## src/rtl/spi_hreq_pkg.sv

```systemverilog
// Shared types for the SPI host port.
// Assumes: a single FSM serves both roles, selected by the mode input.
package spi_hreq_pkg;

    // Port state: idle, slave armed (word loaded, request low),
    // master SCK low/high phases, slave word in progress.
    typedef enum logic [2:0] {
        ST_IDLE  = 3'd0,
        ST_ARMED = 3'd1,
        ST_LOW   = 3'd2,
        ST_HIGH  = 3'd3,
        ST_SBUSY = 3'd4
    } port_state_e;

endpackage

```

## src/rtl/spi_hreq_sync.sv

```systemverilog
// Multi-stage synchronizer for asynchronous pin inputs.
// Assumes: each bit is an independent level; reset value is per bit.
module spi_hreq_sync #(
    parameter int                WIDTH   = 1,
    parameter int                STAGES  = 2,
    parameter logic [WIDTH-1:0]  RST_VAL = '0
) (
    input  logic             clk,
    input  logic             rst_n,
    input  logic [WIDTH-1:0] d,
    output logic [WIDTH-1:0] q
);

    logic [WIDTH-1:0] stg [STAGES];

    generate
        for (genvar i = 0; i < STAGES; i++) begin : g_stage
            // Shift the sample one stage further from the pin.
            always_ff @(posedge clk) begin
                if (!rst_n) begin
                    stg[i] <= RST_VAL;
                end else if (i == 0) begin
                    stg[i] <= d;
                end else begin
                    stg[i] <= stg[(i == 0) ? 0 : i-1];
                end
            end
        end
    endgenerate

    assign q = stg[STAGES-1];

endmodule

```

## src/rtl/spi_hreq_sckgen.sv

```systemverilog
// Divider that times the master SCK phases.
// Assumes: tick fires on the last cycle of each phase; the count restarts
// whenever run is low, so the first phase after a start is full length.
module spi_hreq_sckgen #(
    parameter int DIV_W = 8
) (
    input  logic             clk,
    input  logic             rst_n,
    input  logic             run,
    input  logic [DIV_W-1:0] div,
    output logic             tick
);

    logic [DIV_W-1:0] cnt;

    assign tick = run && (cnt == div);

    // Count system clocks within the current SCK phase.
    always_ff @(posedge clk) begin
        if (!rst_n) begin
            cnt <= '0;
        end else if (!run || tick) begin
            cnt <= '0;
        end else begin
            cnt <= cnt + 1'b1;
        end
    end

endmodule

```

## src/rtl/spi_hreq_txbuf.sv

```systemverilog
// One-word transmit holding buffer with a valid/ready input side.
// Assumes: take is only raised while full is set.
module spi_hreq_txbuf #(
    parameter int WORD_W = 24
) (
    input  logic              clk,
    input  logic              rst_n,
    input  logic              in_valid,
    input  logic [WORD_W-1:0] in_data,
    output logic              in_ready,
    input  logic              take,
    output logic              full,
    output logic [WORD_W-1:0] data
);

    assign in_ready = !full;

    // Hold one word from acceptance until the shifter takes it.
    always_ff @(posedge clk) begin
        if (!rst_n) begin
            full <= 1'b0;
            data <= '0;
        end else if (in_valid && !full) begin
            full <= 1'b1;
            data <= in_data;
        end else if (take) begin
            full <= 1'b0;
        end
    end

    // An accepted word blocks further input on the next cycle.
    assert_accept_blocks_R10: assert property (@(posedge clk) disable iff (!rst_n)
        (in_valid && in_ready) |=> !in_ready);

endmodule

```

## src/rtl/spi_hreq_port.sv

```systemverilog
// SPI master/slave host port with a per-word active-low request handshake.
// Assumes: SPI mode 0, MSB first; slave-side pins are asynchronous and are
// synchronized here; the request line is active low in both directions.
module spi_hreq_port #(
    parameter int WORD_W = 24,
    parameter int DIV_W  = 8,
    parameter int SYNC_N = 2
) (
    input  logic              clk,
    input  logic              rst_n,
    input  logic              cfg_en,
    input  logic              cfg_master,
    input  logic [1:0]        cfg_req_en,
    input  logic [DIV_W-1:0]  clk_div,
    input  logic              err_clr,
    input  logic [WORD_W-1:0] tx_data,
    input  logic              tx_valid,
    output logic              tx_ready,
    output logic [WORD_W-1:0] rx_data,
    output logic              rx_valid,
    output logic              bus_err,
    input  logic              sck_in,
    output logic              sck_out,
    output logic              sck_oe,
    input  logic              mosi_in,
    output logic              mosi_out,
    output logic              mosi_oe,
    input  logic              miso_in,
    output logic              miso_out,
    output logic              miso_oe,
    input  logic              ss_n_in,
    input  logic              req_n_in,
    output logic              req_n_out,
    output logic              req_n_oe
);
    import spi_hreq_pkg::*;

    localparam int               CNT_W    = $clog2(WORD_W);
    localparam logic [CNT_W-1:0] LAST_BIT = CNT_W'(WORD_W - 1);

    port_state_e       state;
    logic [WORD_W-1:0] shreg;
    logic [WORD_W-1:0] sh_next;
    logic              cap;
    logic [CNT_W-1:0]  bit_cnt;
    logic              sck_q;
    logic              sck_prev;
    logic [3:0]        sync_q;
    logic              sck_s, mosi_s, ss_s, req_s;
    logic              s_rise, s_fall;
    logic              run_m, run_s, s_sel;
    logic              tick, div_run;
    logic              tx_full, take;
    logic [WORD_W-1:0] tx_word;
    logic              last_bit;

    // Pin synchronizers: idle values are SCK low, MOSI low, SS high, request high.
    spi_hreq_sync #(.WIDTH(4), .STAGES(SYNC_N), .RST_VAL(4'b0011)) u_sync (
        .clk   (clk),
        .rst_n (rst_n),
        .d     ({sck_in, mosi_in, ss_n_in, req_n_in}),
        .q     (sync_q)
    );
    assign {sck_s, mosi_s, ss_s, req_s} = sync_q;

    assign run_m   = cfg_en && cfg_master;
    assign run_s   = cfg_en && !cfg_master;
    assign s_sel   = run_s && !ss_s;
    assign s_rise  = sck_s && !sck_prev;
    assign s_fall  = !sck_s && sck_prev;
    assign div_run = (state == ST_LOW) || (state == ST_HIGH);
    assign sh_next = {shreg[WORD_W-2:0], cap};
    assign last_bit = (bit_cnt == LAST_BIT);

    spi_hreq_sckgen #(.DIV_W(DIV_W)) u_sckgen (
        .clk   (clk),
        .rst_n (rst_n),
        .run   (div_run),
        .div   (clk_div),
        .tick  (tick)
    );

    spi_hreq_txbuf #(.WORD_W(WORD_W)) u_txbuf (
        .clk      (clk),
        .rst_n    (rst_n),
        .in_valid (tx_valid),
        .in_data  (tx_data),
        .in_ready (tx_ready),
        .take     (take),
        .full     (tx_full),
        .data     (tx_word)
    );

    // Decide when the idle shifter pulls the buffered word.
    always_comb begin
        take = 1'b0;
        if (state == ST_IDLE && tx_full) begin
            take = (run_m && !req_s) || run_s;
        end
    end

    // Remember the previous synchronized SCK level for edge detection.
    always_ff @(posedge clk) begin
        if (!rst_n) sck_prev <= 1'b0;
        else        sck_prev <= sck_s;
    end

    // Main port FSM: master phase timing and slave edge handling.
    always_ff @(posedge clk) begin
        if (!rst_n) begin
            state    <= ST_IDLE;
            shreg    <= '0;
            cap      <= 1'b0;
            bit_cnt  <= '0;
            sck_q    <= 1'b0;
            rx_valid <= 1'b0;
            rx_data  <= '0;
        end else begin
            rx_valid <= 1'b0;
            case (state)
                ST_IDLE: begin
                    bit_cnt <= '0;
                    sck_q   <= 1'b0;
                    if (take && run_m) begin
                        shreg <= tx_word;
                        state <= ST_LOW;
                    end else if (take) begin
                        shreg <= tx_word;
                        state <= ST_ARMED;
                    end else if (s_sel && s_rise) begin
                        cap   <= mosi_s;
                        state <= ST_SBUSY;
                    end
                end
                ST_ARMED: begin
                    if (!run_s) begin
                        state <= ST_IDLE;
                    end else if (s_sel && s_rise) begin
                        cap   <= mosi_s;
                        state <= ST_SBUSY;
                    end
                end
                ST_LOW: begin
                    if (!run_m) begin
                        state <= ST_IDLE;
                    end else if (tick) begin
                        sck_q <= 1'b1;
                        cap   <= miso_in;
                        state <= ST_HIGH;
                    end
                end
                ST_HIGH: begin
                    if (!run_m) begin
                        sck_q <= 1'b0;
                        state <= ST_IDLE;
                    end else if (tick) begin
                        sck_q <= 1'b0;
                        if (last_bit) begin
                            rx_data  <= sh_next;
                            rx_valid <= 1'b1;
                            state    <= ST_IDLE;
                        end else begin
                            shreg   <= sh_next;
                            bit_cnt <= bit_cnt + 1'b1;
                            state   <= ST_LOW;
                        end
                    end
                end
                ST_SBUSY: begin
                    if (!s_sel) begin
                        state <= ST_IDLE;
                    end else if (s_rise) begin
                        cap <= mosi_s;
                    end else if (s_fall) begin
                        if (last_bit) begin
                            rx_data  <= sh_next;
                            rx_valid <= 1'b1;
                            state    <= ST_IDLE;
                        end else begin
                            shreg   <= sh_next;
                            bit_cnt <= bit_cnt + 1'b1;
                        end
                    end
                end
                default: state <= ST_IDLE;
            endcase
        end
    end

    // Register the pin drive enables so reset and mode changes settle cleanly.
    always_ff @(posedge clk) begin
        if (!rst_n) begin
            sck_oe   <= 1'b0;
            mosi_oe  <= 1'b0;
            miso_oe  <= 1'b0;
            req_n_oe <= 1'b0;
        end else begin
            sck_oe   <= run_m;
            mosi_oe  <= run_m;
            miso_oe  <= s_sel;
            req_n_oe <= run_s && (cfg_req_en != 2'b00);
        end
    end

    // Sticky bus-error flag: a set outranks a clear in the same cycle.
    always_ff @(posedge clk) begin
        if (!rst_n)                 bus_err <= 1'b0;
        else if (run_m && !ss_s)    bus_err <= 1'b1;
        else if (err_clr)           bus_err <= 1'b0;
    end

    assign sck_out   = sck_q;
    assign mosi_out  = shreg[WORD_W-1];
    assign miso_out  = shreg[WORD_W-1];
    assign req_n_out = (state != ST_ARMED);

    // reset leaves every pin undriven on the next cycle.
    assert_reset_undriven_R1: assert property (@(posedge clk)
        !rst_n |=> (!sck_oe && !mosi_oe && !miso_oe && !req_n_oe));

    // a master word only begins after a low request was seen.
    assert_master_waits_R4: assert property (@(posedge clk) disable iff (!rst_n)
        (state == ST_LOW && $past(state) == ST_IDLE) |-> !$past(req_s));

    // a deselected slave does not drive MISO.
    assert_miso_released_R6: assert property (@(posedge clk) disable iff (!rst_n)
        $past(ss_s) |-> !miso_oe);

    // the first SCK rise of a word releases the request.
    assert_req_release_R7: assert property (@(posedge clk) disable iff (!rst_n)
        (state == ST_ARMED && s_sel && s_rise) |=> req_n_out);

    // the error flag only drops with a clear strobe.
    assert_err_sticky_R9: assert property (@(posedge clk) disable iff (!rst_n)
        (bus_err && !err_clr) |=> bus_err);

endmodule

```

## config.mk

```make
export PLATFORM = sky130hd
export DESIGN_NAME = spi_hreq_port
export DESIGN_NICKNAME = d
export VERILOG_FILES = /design/src/rtl/spi_hreq_pkg.sv /design/src/rtl/spi_hreq_sync.sv /design/src/rtl/spi_hreq_sckgen.sv /design/src/rtl/spi_hreq_txbuf.sv /design/src/rtl/spi_hreq_port.sv
export SDC_FILE = /design/constraint.sdc
export NUM_CORES = 1
export LEC_CHECK = 0
export BUFFER_PORTS_ARGS = -buffer_cell sky130_fd_sc_hd__buf_4
export CAP_MARGIN = 10
export CORE_MARGIN = 2
export CORE_UTILIZATION = 60
export DETAILED_ROUTE_END_ITERATION = 12
export HOLD_SLACK_MARGIN = 0.03
export PLACE_DENSITY_LB_ADDON = 0.08
export RECOVER_POWER = 50
export SYNTH_ARGS = -nofsm -noshare
export SYNTH_HDL_FRONTEND = slang
export SYNTH_SLANG_ARGS = --single-unit
```

## constraint.sdc

```tcl
create_clock -name clk -period 6.1 [get_ports clk]
set_clock_uncertainty 0.05 [all_clocks]
set_input_delay 0.915 -clock clk [delete_from_list [all_inputs] [get_ports clk]]
set_output_delay 0.915 -clock clk [all_outputs]
set_load 0.1 [all_outputs]
```

==> out/metrics.yaml <==
run_status:
  outcome: "complete, but fails checks"
  violations: "capacitance limit, slew limit"
grt:
  grt_util_all_layers_pct: 23.5
  grt_pass1_vias: 3394
  grt_max_degree: 89
  antenna_found_initial: 0
  grt_pass1_wl_mm: 15.9
  grt.overflow.total: 0
worst_setup_path:
  r2r_slack_ps: 3730
  arrival_ps: 2930
  worstSetupEndpoint: "u_txbuf.data[6]$_SDFFE_PN0P_"
  critical_path.max_fanout: 24
  ff2ff_path_depth: 5
  start_kind: "input pin"
  regToRegEndpoint: "bit_cnt[3]$_SDFFE_PN0P_"
  r2r-start: "u_sckgen.cnt[6]$_SDFF_PP0_"
  required_ps: 6330
  endpoint_kind: "register"
  worstSetupPathType: "in2reg"
  critPathLaunch: "tx_valid"
final_layout:
  area_growth_pct: 13.2
  design_area_mm2: 0.00514
  fillCellCount: 648
  drive_gt1_share_pct: 16.7
  layout_commonest_cell: "nand2_1"
  layout_common_cells: "nand2_1, dfxtp_1, mux2i_1"
  diodes: 0
  fin_cells: 656
  final_core_util_pct: 70.5
  seq_area_mm2: 0.00210
  nNetsFinal: 599
  multi_input_area_mm2: 0.00221
synth:
  synth.avg_cell_area_um2: 9.25
  synth_async_sr_flop_share_pct: 0
  ys_seq_area_share_pct: 46.3
  ys_ff_latch: 105
  ys.warnings.count: 0
  syn-instance-count: 491
  synth_ff_type: "dfxtp_1"
  syn_nets: 538
  synth_cell_type_count: 49
  synth_area_mm2: 0.00454
  synth_edf_count: 0
clock_network:
  cts_buffers: 9
  cts_tree: "built"
  clkLatencyLatePin_ps: 370
  cts.sinks: 105
  htree_levels: 3
  cts_resized: 0
  post-cts-setup-buffers: 0
  clock_path_buffers: 2
  cts_hold_buf: 0
  clk_pin_slew_ps: 100
  cts_root_buffer: "clkbuf_8"
drt:
  wl_per_cell_um: 14.2
  viasPerCell: 5.41
  drtPass1Iterations: 5
  routed_wl_mm: 9.30
  drc: 0
  drtIter0Drc: 198
  vias: 3548
  ant_nets: 0
place:
  post-place-ws_ps: 3320
  gp_congestion: 0.899
  place_inst: 640
  dpl_cell_area_mm2: 0.00508
  dp_hpwl_mm: 6.33
  io_buffers: 79
floorplanning:
  die_h_um: 91.0
  coreArea_mm2: 0.00729
  die_width_um: 91.0
  start_util_pct: 62.3
  row_count: 31
  io_pins: 80
  die-area_mm2: 0.00828
power_and_ir_drop:
  p_leak_nw: 2.25
  pwr_density_cell_mw_per_mm2: 247
  irDropWorstVdd_mv: 0.145
sta:
  slew_viol_final: 25
  slew_headroom_pct: -29.2
  clock.fmax_mhz: 372
  setup_viol: 0
  period_share_pct: 44.1
  worstMarginPinSlew_ps: 1930
  fin_ws_ps: 3410
  setup_tns_ps: 0
  rsz0062_at_grt: "no"
  hold_violations: 0
  fin_crit_ps: 2690
min_path:
  worstHoldPathType: "reg2reg"
job:
  drv_cap: 1
-- layer usage --
layer	track usage (%)	share of wire (%)
met5	0	0
met3	4.73	5.2
met4	6.82	1.0
met2	39.2	48
met1	30.8	46
-- Yosys cell counts, types with 3 or more instances --
| master | instances | share of area (%) |
|---|---|---|
| nand2_1 | 133 | 11 |
| dfxtp_1 | 105 | 46 |
| mux2i_1 | 50 | 11 |
| a21oi_1 | 28 | 3.1 |
| mux2_2 | 24 | 6.0 |
| nor2_1 | 21 | 1.7 |
| clkbuf_1 | 18 | 1.5 |
| xor2_1 | 13 | 2.5 |
| nand2b_1 | 7 | 0.96 |
| nand3_1 | 7 | 0.77 |
| and2_1 | 6 | 0.83 |
| inv_1 | 6 | 0.50 |
| o21ai_0 | 6 | 0.66 |
| or3_1 | 6 | 0.83 |
| buf_6 | 5 | 1.2 |
| o2111ai_1 | 4 | 0.77 |
| a21boi_1 | 3 | 0.50 |
| and3_1 | 3 | 0.41 |
| buf_2 | 3 | 0.33 |
| nand4b_1 | 3 | 0.58 |
| nor3_1 | 3 | 0.33 |
| o21ai_1 | 3 | 0.33 |
-- layout make-up --
type,count,share of cell area (%)
Inverter,6,0.438
Clock buffer,9,2.41
Sequential cell,105,40.9
Tap cell,99,2.41
Timing Repair Buffer,81,9.20
Clock inverter,7,1.63
Multi-Input combinational cell,349,43.0
-- logic make-up after synthesis --
family,Yosys count,synth area share (%)
multiplexers,75,17.2
flip-flops,105,46.3
AND/OR/NAND/NOR,200,20.4
AO/OA/AOI/OAI,58,8.02
buffers and inverters,37,4.85
XOR/XNOR,14,2.70
adder cells (fa/ha/maj),2,0.551
-- report_power, final --
group          switching (W)  internal (W)
registers         0.00000916      0.000702
clock network       0.000246      0.000198
logic              0.0000678     0.0000465
-- through the flow --
stage          power [W]  hold WS [ps]
4_1_cts          0.00128           368
5_1_grt          0.00133           384
6_report         0.00127           364
3_3_place_gp    0.000840           340
2_1_floorplan   0.000806           336
3_5_place_dp    0.000844           344
-- state kept, by name, summed over array words and instances, names as in the netlist, 3 cells and up --
register      cells
rx_data          24
shreg            24
u_txbuf.data     24
u_sckgen.cnt      8
u_sync.stg        8
bit_cnt           5
state             3
-- worst max-delay path, cell delays in order --
cell and delay, ps:
clkbuf_1 120, nor2b_1 1460, nand2_1 220, a21oi_1 200
-- worst min-delay path by stage --
stage,from,to,slack (ps),cells past startpoint
after floorplan,u_sync.stg[0][0]$_SDFF_PN1_,u_sync.stg[1][0]$_SDFF_PN1_,340,1
after detailed placement,u_sync.stg[0][0]$_SDFF_PN1_,u_sync.stg[1][0]$_SDFF_PN1_,340,1
after global placement,u_sync.stg[0][0]$_SDFF_PN1_,u_sync.stg[1][0]$_SDFF_PN1_,340,1
final,u_sync.stg[0][0]$_SDFF_PN1_,u_sync.stg[1][0]$_SDFF_PN1_,360,1
after global routing,u_sync.stg[0][0]$_SDFF_PN1_,u_sync.stg[1][0]$_SDFF_PN1_,380,1
after CTS,u_sync.stg[0][0]$_SDFF_PN1_,u_sync.stg[1][0]$_SDFF_PN1_,370,1
(Power assumes the default switching activity.)
